**src/rtl/bbs_pkg.sv**
```systemverilog
// Package: shared constants and types for the bad block scanner.
// Assumes an 8-bit flash byte bus and a spare area that starts at column 512.
package bbs_pkg;
    localparam logic [7:0] CMD_SPARE_READ = 8'h50;   // selects the spare-area pointer
    localparam logic [7:0] MARK_GOOD      = 8'hFF;   // marker value of a good page
    localparam int         SPARE_BASE     = 512;     // first spare column
    localparam int         MARK_COLUMN    = 517;     // column holding the marker byte

    // Scanner sequencing states
    typedef enum logic [3:0] {
        ST_IDLE,
        ST_CMD,
        ST_ADR_COL,
        ST_ADR_LO,
        ST_ADR_HI,
        ST_WAIT_BUSY,
        ST_WAIT_READY,
        ST_READ,
        ST_CAPTURE
    } scan_state_t;
endpackage

```
**src/rtl/bbs_walker.sv**
```systemverilog
// Module: bbs_walker
// Keeps the current block number and which of the two marker pages is being
// read, and forms the page number sent to the flash. Assumes
// PAGES_PER_BLOCK is a power of two and the row fits in 16 bits.
module bbs_walker #(
    parameter int NUM_BLOCKS      = 1024,
    parameter int PAGES_PER_BLOCK = 16,
    localparam int BLK_W          = $clog2(NUM_BLOCKS),
    localparam int PG_W           = $clog2(PAGES_PER_BLOCK),
    localparam int ROW_W          = BLK_W + PG_W
) (
    input  logic             clk,
    input  logic             rst_n,
    input  logic             clear,      // restart at block 0, first page
    input  logic             step,       // move to the next marker page
    output logic [BLK_W-1:0] blk,        // current block
    output logic             page_sel,   // 0: first page, 1: second page
    output logic             last_blk,   // current block is the final one
    output logic [ROW_W-1:0] row         // page number of the current access
);
    localparam logic [BLK_W-1:0] LAST = BLK_W'(NUM_BLOCKS - 1);

    // Advance page then block on each step; clear returns to the start.
    always_ff @(posedge clk) begin
        if (!rst_n || clear) begin
            blk      <= '0;
            page_sel <= 1'b0;
        end else if (step) begin
            if (page_sel) begin
                page_sel <= 1'b0;
                blk      <= (blk == LAST) ? '0 : blk + 1'b1;
            end else begin
                page_sel <= 1'b1;
            end
        end
    end

    assign last_blk = (blk == LAST);
    assign row      = {blk, {(PG_W-1){1'b0}}, page_sel};
endmodule

```
**src/rtl/bbs_bitmap.sv**
```systemverilog
// Module: bbs_bitmap
// Holds one bit per block (1 = bad) with a single write port and a
// registered lookup port. Assumes clear and write are never in one cycle.
module bbs_bitmap #(
    parameter int NUM_BLOCKS = 1024,
    localparam int BLK_W     = $clog2(NUM_BLOCKS)
) (
    input  logic             clk,
    input  logic             rst_n,
    input  logic             clear,     // mark every block good
    input  logic             wr_en,     // store a verdict
    input  logic [BLK_W-1:0] wr_blk,
    input  logic             wr_bad,
    input  logic [BLK_W-1:0] rd_blk,
    output logic             rd_bad
);
    logic [NUM_BLOCKS-1:0] map_q;

    // One flop per block, each with its own write decode.
    for (genvar i = 0; i < NUM_BLOCKS; i++) begin : g_bit
        always_ff @(posedge clk) begin
            if (!rst_n || clear)
                map_q[i] <= 1'b0;
            else if (wr_en && (wr_blk == BLK_W'(i)))
                map_q[i] <= wr_bad;
        end
    end

    // Registered lookup read.
    always_ff @(posedge clk) begin
        if (!rst_n)
            rd_bad <= 1'b0;
        else
            rd_bad <= map_q[rd_blk];
    end
endmodule

```
**src/rtl/bbs_sequencer.sv**
```systemverilog
// Module: bbs_sequencer
// Runs the per-page flash access: spare command, three address bytes, wait
// for busy then ready, one read strobe, capture. Combines the two marker
// verdicts of a block and writes the map. Assumes the flash lowers ready
// after the last address byte and returns data the cycle after a read strobe.
module bbs_sequencer
    import bbs_pkg::*;
#(
    parameter int ROW_W = 14
) (
    input  logic             clk,
    input  logic             rst_n,
    input  logic             start,
    input  logic             fl_ready,
    input  logic [7:0]       fl_rdata,
    input  logic [ROW_W-1:0] row,
    input  logic             page_sel,
    input  logic             last_blk,
    output logic [7:0]       fl_io,
    output logic             fl_cmd_we,
    output logic             fl_addr_we,
    output logic             fl_rd_en,
    output logic             scan_clear,   // start accepted: clear walker and map
    output logic             walk_step,
    output logic             map_we,
    output logic             map_bad,
    output logic             done
);
    localparam logic [7:0] COL_OFS = 8'(MARK_COLUMN - SPARE_BASE);

    scan_state_t state;
    logic        first_bad;   // verdict of the block's first marker page
    logic        page_bad;
    logic [15:0] row_ext;

    assign row_ext  = 16'(row);
    assign page_bad = (fl_rdata != MARK_GOOD);

    // Next-state sequencing of one page access after another.
    always_ff @(posedge clk) begin
        if (!rst_n) begin
            state <= ST_IDLE;
        end else begin
            unique case (state)
                ST_IDLE:       if (start) state <= ST_CMD;
                ST_CMD:        state <= ST_ADR_COL;
                ST_ADR_COL:    state <= ST_ADR_LO;
                ST_ADR_LO:     state <= ST_ADR_HI;
                ST_ADR_HI:     state <= ST_WAIT_BUSY;
                ST_WAIT_BUSY:  if (!fl_ready) state <= ST_WAIT_READY;
                ST_WAIT_READY: if (fl_ready) state <= ST_READ;
                ST_READ:       state <= ST_CAPTURE;
                ST_CAPTURE:    state <= (page_sel && last_blk) ? ST_IDLE : ST_CMD;
                default:       state <= ST_IDLE;
            endcase
        end
    end

    // Hold the first page's verdict until the second page is read.
    always_ff @(posedge clk) begin
        if (!rst_n)
            first_bad <= 1'b0;
        else if (state == ST_CAPTURE && !page_sel)
            first_bad <= page_bad;
    end

    // Completion flag: set after the final verdict, cleared by a new start.
    always_ff @(posedge clk) begin
        if (!rst_n)
            done <= 1'b0;
        else if (scan_clear)
            done <= 1'b0;
        else if (state == ST_CAPTURE && page_sel && last_blk)
            done <= 1'b1;
    end

    // Flash port strobes and byte bus decoded from the state register.
    always_comb begin
        fl_io      = 8'h00;
        fl_cmd_we  = 1'b0;
        fl_addr_we = 1'b0;
        fl_rd_en   = 1'b0;
        unique case (state)
            ST_CMD:     begin fl_cmd_we  = 1'b1; fl_io = CMD_SPARE_READ; end
            ST_ADR_COL: begin fl_addr_we = 1'b1; fl_io = COL_OFS;        end
            ST_ADR_LO:  begin fl_addr_we = 1'b1; fl_io = row_ext[7:0];   end
            ST_ADR_HI:  begin fl_addr_we = 1'b1; fl_io = row_ext[15:8];  end
            ST_READ:    fl_rd_en = 1'b1;
            default:    ;
        endcase
    end

    // Control toward the walker and the map.
    always_comb begin
        scan_clear = (state == ST_IDLE) && start;
        walk_step  = (state == ST_CAPTURE);
        map_we     = (state == ST_CAPTURE) && page_sel;
        map_bad    = first_bad | page_bad;
    end
endmodule

```
**src/rtl/bad_block_scanner.sv**
```systemverilog
// Module: bad_block_scanner (top)
// Scans all erase blocks after a start pulse, reading the spare marker of
// the first two pages of each, and keeps a bad-block map with a lookup port.
// Assumes a flash port that obeys the ready/busy handshake described in the brief.
module bad_block_scanner #(
    parameter int NUM_BLOCKS      = 1024,
    parameter int PAGES_PER_BLOCK = 16,
    localparam int BLK_W          = $clog2(NUM_BLOCKS),
    localparam int ROW_W          = BLK_W + $clog2(PAGES_PER_BLOCK)
) (
    input  logic             clk,
    input  logic             rst_n,
    input  logic             start,
    output logic             done,
    output logic [7:0]       fl_io,
    output logic             fl_cmd_we,
    output logic             fl_addr_we,
    output logic             fl_rd_en,
    input  logic [7:0]       fl_rdata,
    input  logic             fl_ready,
    input  logic [BLK_W-1:0] lk_addr,
    output logic             lk_bad
);
    logic [BLK_W-1:0] blk;
    logic             page_sel;
    logic             last_blk;
    logic [ROW_W-1:0] row;
    logic             scan_clear;
    logic             walk_step;
    logic             map_we;
    logic             map_bad;

    bbs_walker #(
        .NUM_BLOCKS      (NUM_BLOCKS),
        .PAGES_PER_BLOCK (PAGES_PER_BLOCK)
    ) u_walker (
        .clk      (clk),
        .rst_n    (rst_n),
        .clear    (scan_clear),
        .step     (walk_step),
        .blk      (blk),
        .page_sel (page_sel),
        .last_blk (last_blk),
        .row      (row)
    );

    bbs_sequencer #(
        .ROW_W (ROW_W)
    ) u_seq (
        .clk        (clk),
        .rst_n      (rst_n),
        .start      (start),
        .fl_ready   (fl_ready),
        .fl_rdata   (fl_rdata),
        .row        (row),
        .page_sel   (page_sel),
        .last_blk   (last_blk),
        .fl_io      (fl_io),
        .fl_cmd_we  (fl_cmd_we),
        .fl_addr_we (fl_addr_we),
        .fl_rd_en   (fl_rd_en),
        .scan_clear (scan_clear),
        .walk_step  (walk_step),
        .map_we     (map_we),
        .map_bad    (map_bad),
        .done       (done)
    );

    bbs_bitmap #(
        .NUM_BLOCKS (NUM_BLOCKS)
    ) u_map (
        .clk    (clk),
        .rst_n  (rst_n),
        .clear  (scan_clear),
        .wr_en  (map_we),
        .wr_blk (blk),
        .wr_bad (map_bad),
        .rd_blk (lk_addr),
        .rd_bad (lk_bad)
    );
endmodule

```
**config.mk**
```make
export PLATFORM = sky130hd
export DESIGN_NAME = bad_block_scanner
export DESIGN_NICKNAME = d
export VERILOG_FILES = /design/src/rtl/bbs_pkg.sv /design/src/rtl/bbs_walker.sv /design/src/rtl/bbs_bitmap.sv /design/src/rtl/bbs_sequencer.sv /design/src/rtl/bad_block_scanner.sv
export SDC_FILE = /design/constraint.sdc
export NUM_CORES = 2
export LEC_CHECK = 0
export BUFFER_PORTS_ARGS = -buffer_cell sky130_fd_sc_hd__buf_2
export CAP_MARGIN = 40
export CORE_MARGIN = 2
export CORE_UTILIZATION = 53
export DETAILED_ROUTE_END_ITERATION = 12
export PLACE_DENSITY = 0.66
export SLEW_MARGIN = 25
export SYNTH_ARGS = -nofsm -noshare
export SYNTH_HDL_FRONTEND = slang
export SYNTH_SLANG_ARGS = --single-unit
```
**constraint.sdc**
```tcl
create_clock -name clk -period 6.5 [get_ports clk]
set_clock_uncertainty 0.2 [all_clocks]
set_input_delay 0 -clock clk [delete_from_list [all_inputs] [get_ports clk]]
set_output_delay 0 -clock clk [all_outputs]
set_load 0.05 [all_outputs]
```
### Word-level counts from Yosys, hierarchy flattened

Cells that the tools add are included.

| word-level totals | value |
|---|---|
| flip-flop bits (word level) | 1042 |
| input bits | 22 |
| output and inout port bits | 13 |

| cells by class | value |
|---|---|
| $add $sub $neg | 1 |
| $lt $le $gt $ge | 1 |
| equal/unequal tests | 1035 |
| muxes and demuxes | 13 |
| bitwise operators | 2 |
| reductions and logical operators | 1037 |

Operator list:

| kind | count |
|---|---|
| 10-bit equality test, second input constant | 512 |
| 10-bit by 9-bit equality test with 1-bit output, second input constant | 256 |
| 10-bit by 8-bit equality test with 1-bit output, second input constant | 128 |
| 1-bit logical AND | 1028 |
| 10-bit by 7-bit equality test with 1-bit output, second input constant | 64 |
| 10-bit by 6-bit equality test with 1-bit output, second input constant | 32 |
| 10-bit by 5-bit equality test with 1-bit output, second input constant | 16 |
| 10-bit by 4-bit equality test with 1-bit output, second input constant | 8 |
| 10-bit by 3-bit equality test with 1-bit output, second input constant | 4 |
| 4-bit case mux with 9 select lines | 1 |
| 8-bit case mux with 4 select lines | 1 |
| 10-bit by 2-bit equality test with 1-bit output, second input constant | 2 |
| 4-bit by 3-bit equality test with 1-bit output, second input constant | 4 |
| 4-bit 2-to-1 mux | 3 |
| 10-bit by 11-bit < comparator with 1-bit output, second input constant | 1 |
| 10-bit by 1-bit adder with 10-bit output, second input constant | 1 |
| 1-bit binary-select mux with 10-bit select | 1 |
| 10-bit by 1-bit equality test with 1-bit output, second input constant | 1 |
| 10-bit logical NOT | 1 |
| 10-bit 2-to-1 mux | 1 |
| 4-bit by 2-bit equality test with 1-bit output, second input constant | 2 |
| 8-bit != test, second input constant | 1 |
| 1-bit 2-to-1 mux | 6 |
| 2-bit != test, second input constant | 3 |
| other kinds (11) | 12 |

### Depth between registers and ports, before layout

| depth | value |
|---|---|
| depth after elaboration | 4 |
| mapped depth | 14 |
| mapped depth without buffers | 8 |

### Hierarchy

From an unflattened synthesis, not the netlist that was laid out.

| unflattened totals | value |
|---|---|
| cell total of the unflattened synthesis | 6276 |
| area, all modules | 50359.5 um2 |

Modules (own cells, without submodules):

| module | times used | cells each | area each (um2) | seq. area each (um2) |
|---|---|---|---|---|
| bbs_bitmap | 1 | 6134 | 49266.0 | 20519.7 |
| bbs_walker | 1 | 75 | 623.1 | 220.2 |
| bbs_sequencer | 1 | 67 | 470.5 | 120.1 |

### Worst setup path after synthesis

No wires, ideal clock.

| path | value |
|---|---|
| path kind | register -> register |
| start point | register u_seq.state[1] |
| end point | register u_map.map_q[792] |
| data arrival time | 2.227 ns |
| data required time | 6.222 ns |
| setup slack | 3.995 ns |
| stages on the path, launching flop included | 10 |
| path buffers | 4 |
| path through | dfxtp_1 clkbuf_1 nor4b_1 nand2_1 clkbuf_1 nor2_1 clkbuf_1 clkbuf_1 a31oi_1 nor3_1 |

| on the way | value |
|---|---|
| longest elaborated chain between the ends | 3 |
| elaborated cells on any way between the ends | 6 |
| classes of those cells | eq/ne: 1; reduce/logical: 5 |

RTL lines:

| what | line | source |
|---|---|---|
| from (decl) | bbs_sequencer.sv:31 | `scan_state_t state;` |
| from (signal assigned) | bbs_sequencer.sv:53 | `ST_CAPTURE: state <= (page_sel && last_blk) ? ST_IDLE : ST_CMD;` |
| 4-bit equality test or 4-bit logical NOT (tied branches) | bbs_sequencer.sv:97, bbs_sequencer.sv:95 |  |
| 1-bit logical AND (on tied branches) | bbs_sequencer.sv:97, bbs_sequencer.sv:95 |  |
| 1-bit logical AND or 1-bit logical OR (tied branches) | bbs_bitmap.sv:24, bbs_bitmap.sv:22 |  |
| to (signal, indexed assignment) | bbs_bitmap.sv:25 | `map_q[i] <= wr_bad;` |
| to (decl) | bbs_bitmap.sv:17 | `logic [NUM_BLOCKS-1:0] map_q;` |

Several ways; a longest one is shown, not always the timed one.
A chain may end at the register's enable or synchronous reset.

### Worst setup path in the final report

| path | value |
|---|---|
| start point | input port lk_addr[4] |
| end point | register u_map.rd_bad |

| on the way | value |
|---|---|
| longest elaborated chain between the ends | 2 |

RTL lines:

| what | line | source |
|---|---|---|
| from (decl) | bad_block_scanner.sv:21 | `input logic [BLK_W-1:0] lk_addr,` |
| 1-bit binary-select mux with 10-bit select | bbs_bitmap.sv:34 | `rd_bad <= map_q[rd_blk];` |
| 1-bit 2-to-1 mux (not written as such) | bbs_bitmap.sv:34 |  |
| to (signal assigned) | bbs_bitmap.sv:34 |  |
| to (decl) | bbs_bitmap.sv:15 | `output logic rd_bad` |

Every way passes these cells. The select of a mux whose other input is x is not followed.

==> flow_summary.ini <==
[run_status]
status = finished, final reports clean

[routing]
drc = 0
dr_wl_met2_um = 76660
routedLengthMet1_um = 69740
drt.antenna.violating_nets = 0
wirelength_um = 170700
drt-initial-drc-count = 6601
detail_route.first_pass.iterations = 6
vias = 46640
wl_met3_um = 16540
top_layer_used = met5
wl_per_cell_um = 26.25
vias_per_cell = 7.173

[finish]
syn_to_final_growth_pct = 8.569
fill_cells = 8154
multiInputGateArea_sq_um = 25860
final-seq-area_sq_um = 20860
nets = 5174
drive_above_1_share_pct = 10.87

[clock_network]
htreeDepth = 3
cts_tree = done
post_cts_buffers = 0
cts.sinks = 1042
clk_latency_ns = 0.71
cts-root-buf = clkbuf_16
hold_buffers = 11
cts_resized = 0
cts.path.max_buffers = 3
clkSlewWorstSetupHoldPaths_ns = 0.06
cts_buffers = 111

[synthesis]
ys_warn_count = 0
synthFlopType = dfxtp_1
synth.most_common_cell = nor3_1
synth_edf_count = 0
synth.area.top_cells = dfxtp_1 42%, nor3_1 13%, a31oi_1 8.2%
synthDistinctLibCells = 53
syn_nets = 5665
synth_area_leader_cell = dfxtp_1
syn-cell-area_sq_um = 49760
synth_seq_cells = 1042
synth_common_cells = 1,328 x nor3_1, 1,042 x dfxtp_1, 665 x clkbuf_1
synth-seq-area-share_pct = 41.92
synth_cells = 5639
async_reset_ff_share_pct = 0
yosysTopAreaCellShare_pct = 41.92
synth.avg_cell_area_sq_um = 8.825

[placed_design]
place_hpwl_um = 96210
portBuffers = 34
place_congestion = 0.9276

[sta]
grt_setup_unrepaired = false
setup_tns_ns = 0
min_period_over_period_pct = 61.36
timing.final.hold_violations = 0
slew_viol_final = 0
timing.hold.ws_ns = 0.07295
worst_pin_slew_ns = 1.211
fmax_mhz = 250.7
max-slew-margin-rel_pct = 19.30
setup_violations = 0
fin_crit_ns = 3.989

[critical_path]
crit_type = in -> reg
cp_max_fo = 29
cp-end-kind = flop
cp-start-kind = input pin
required_ns = 6.96
cp.arrival_ns = 4.45

[floorplan]
die_w_um = 310.4
dieArea_sq_um = 96360
design.core.area_sq_um = 93190
start_util_pct = 53.40
fp.dieH_um = 310.4
num_io_pins = 35
fp-row-count = 112

[power_and_ir_drop]
ir_drop_mv = 0.2247
p_per_area_nw_per_um2 = 260.2
p_leak_uw = 0.01524

[job]
cap_violations = 0

[global_routing]
antenna_found_initial = 4
grt_pass1_wl_um = 261400
grt_max_degree = 219
overflow = 0
global_route.usage.total_pct = 34.34
grt_pass1_vias = 42170

[hold_path]
hold_class = in -> reg
layout by cell type, fill, tap and decap left out, types with 48 or more instances in the layout:
cell type	instances
a211oi_1	48
o221ai_1	63
nor2_1	177
nor3_1	1321
nand2_1	200
a31oi_1	649
mux4_2	175
mux2i_1	152
a311oi_1	348
a21oi_1	390
clkbuf_16	117
buf_4	65
dfxtp_1	1042
cells by family after synthesis:
logic type                 Yosys count  synth area share, %
buffers and inverters              766                6.464
adders and majority gates            4               0.1006
muxes                              359                11.70
DFF                               1042                41.92
xor gates and xnor gates             9               0.1584
and+or+nand+nor                   1852                18.01
AOI/OAI and AO/OA                 1607                21.64
path summary, 6_finish.rpt:
| path | from | endpoint | slack, ns | cells after the start |
|---|---|---|---|---|
| max | lk_addr[4] | u_map.rd_bad | 2.51 | 12 |
| min | rst_n | u_seq.first_bad | 0.07 | 3 |
| max reg2reg | u_seq.state[3] | u_map.map_q[631] | 2.66 | 6 |
| min reg2reg | u_seq.done | u_seq.done | 0.28 | 2 |
layer usage:
layer / up-vias / GRT usage (%)
met5: - / 0
met4: 2 / 15.19
met3: 414 / 6.600
met2: 2532 / 52.05
met1: 22730 / 47.63
li1: 20960 / -
metrics by stage:
stage	setup slack [ns]	area [sq um]	util [%]	power, uW	instances
floorplan	3.995	49760	-	7007	5639
global placement	2.567	49430	53.04	7161	6257
detailed placement	2.606	49600	53.23	7169	6265
CTS	2.757	53780	57.71	14080	6485
global route	2.425	54020	57.97	14390	6500
finish	2.511	54030	57.97	14060	6503
sequential cells by signal, indices dropped and copies added, names as in the netlist:
signal             flops
u_map.map_q         1024
u_map.rd_bad           1
u_seq.done             1
u_seq.first_bad        1
u_seq.state            4
u_walker.blk          10
u_walker.page_sel      1
critical path, stage by stage:
cell           delay [ns]
buf_2                0.64
buf_4                0.55
inv_2                0.41
buf_16               0.29
o221ai_1             0.11
o22ai_1              0.13
nor3_1               0.74
nor4_1               0.21
nor4_2               0.40
a22oi_1              0.15
o221ai_1             0.21
dlygate4sd3_1        0.57
report_power, final:
| group | total, uW | switching (uW) | leakage, uW | internal [uW] |
|---|---|---|---|---|
| registers | 6400 | 8.22 | 0.00839 | 6390 |
| logic | 659 | 490 | 0.00485 | 169 |
| clock network | 7000 | 2730 | 0.00201 | 4270 |
| total | 14100 | 3230 | 0.0152 | 10800 |
area by class of cell:
type                    instances  area share [%]
multi-input cells            3831           47.87
inverters                      10         0.06948
flip-flops and latches       1042           38.61
clock inverters                39           1.144
clock buffers                 170           6.380
well taps                    1254           2.904
diodes                          5         0.02316
repair buffers                152           3.001
(Power assumes the default switching activity.)
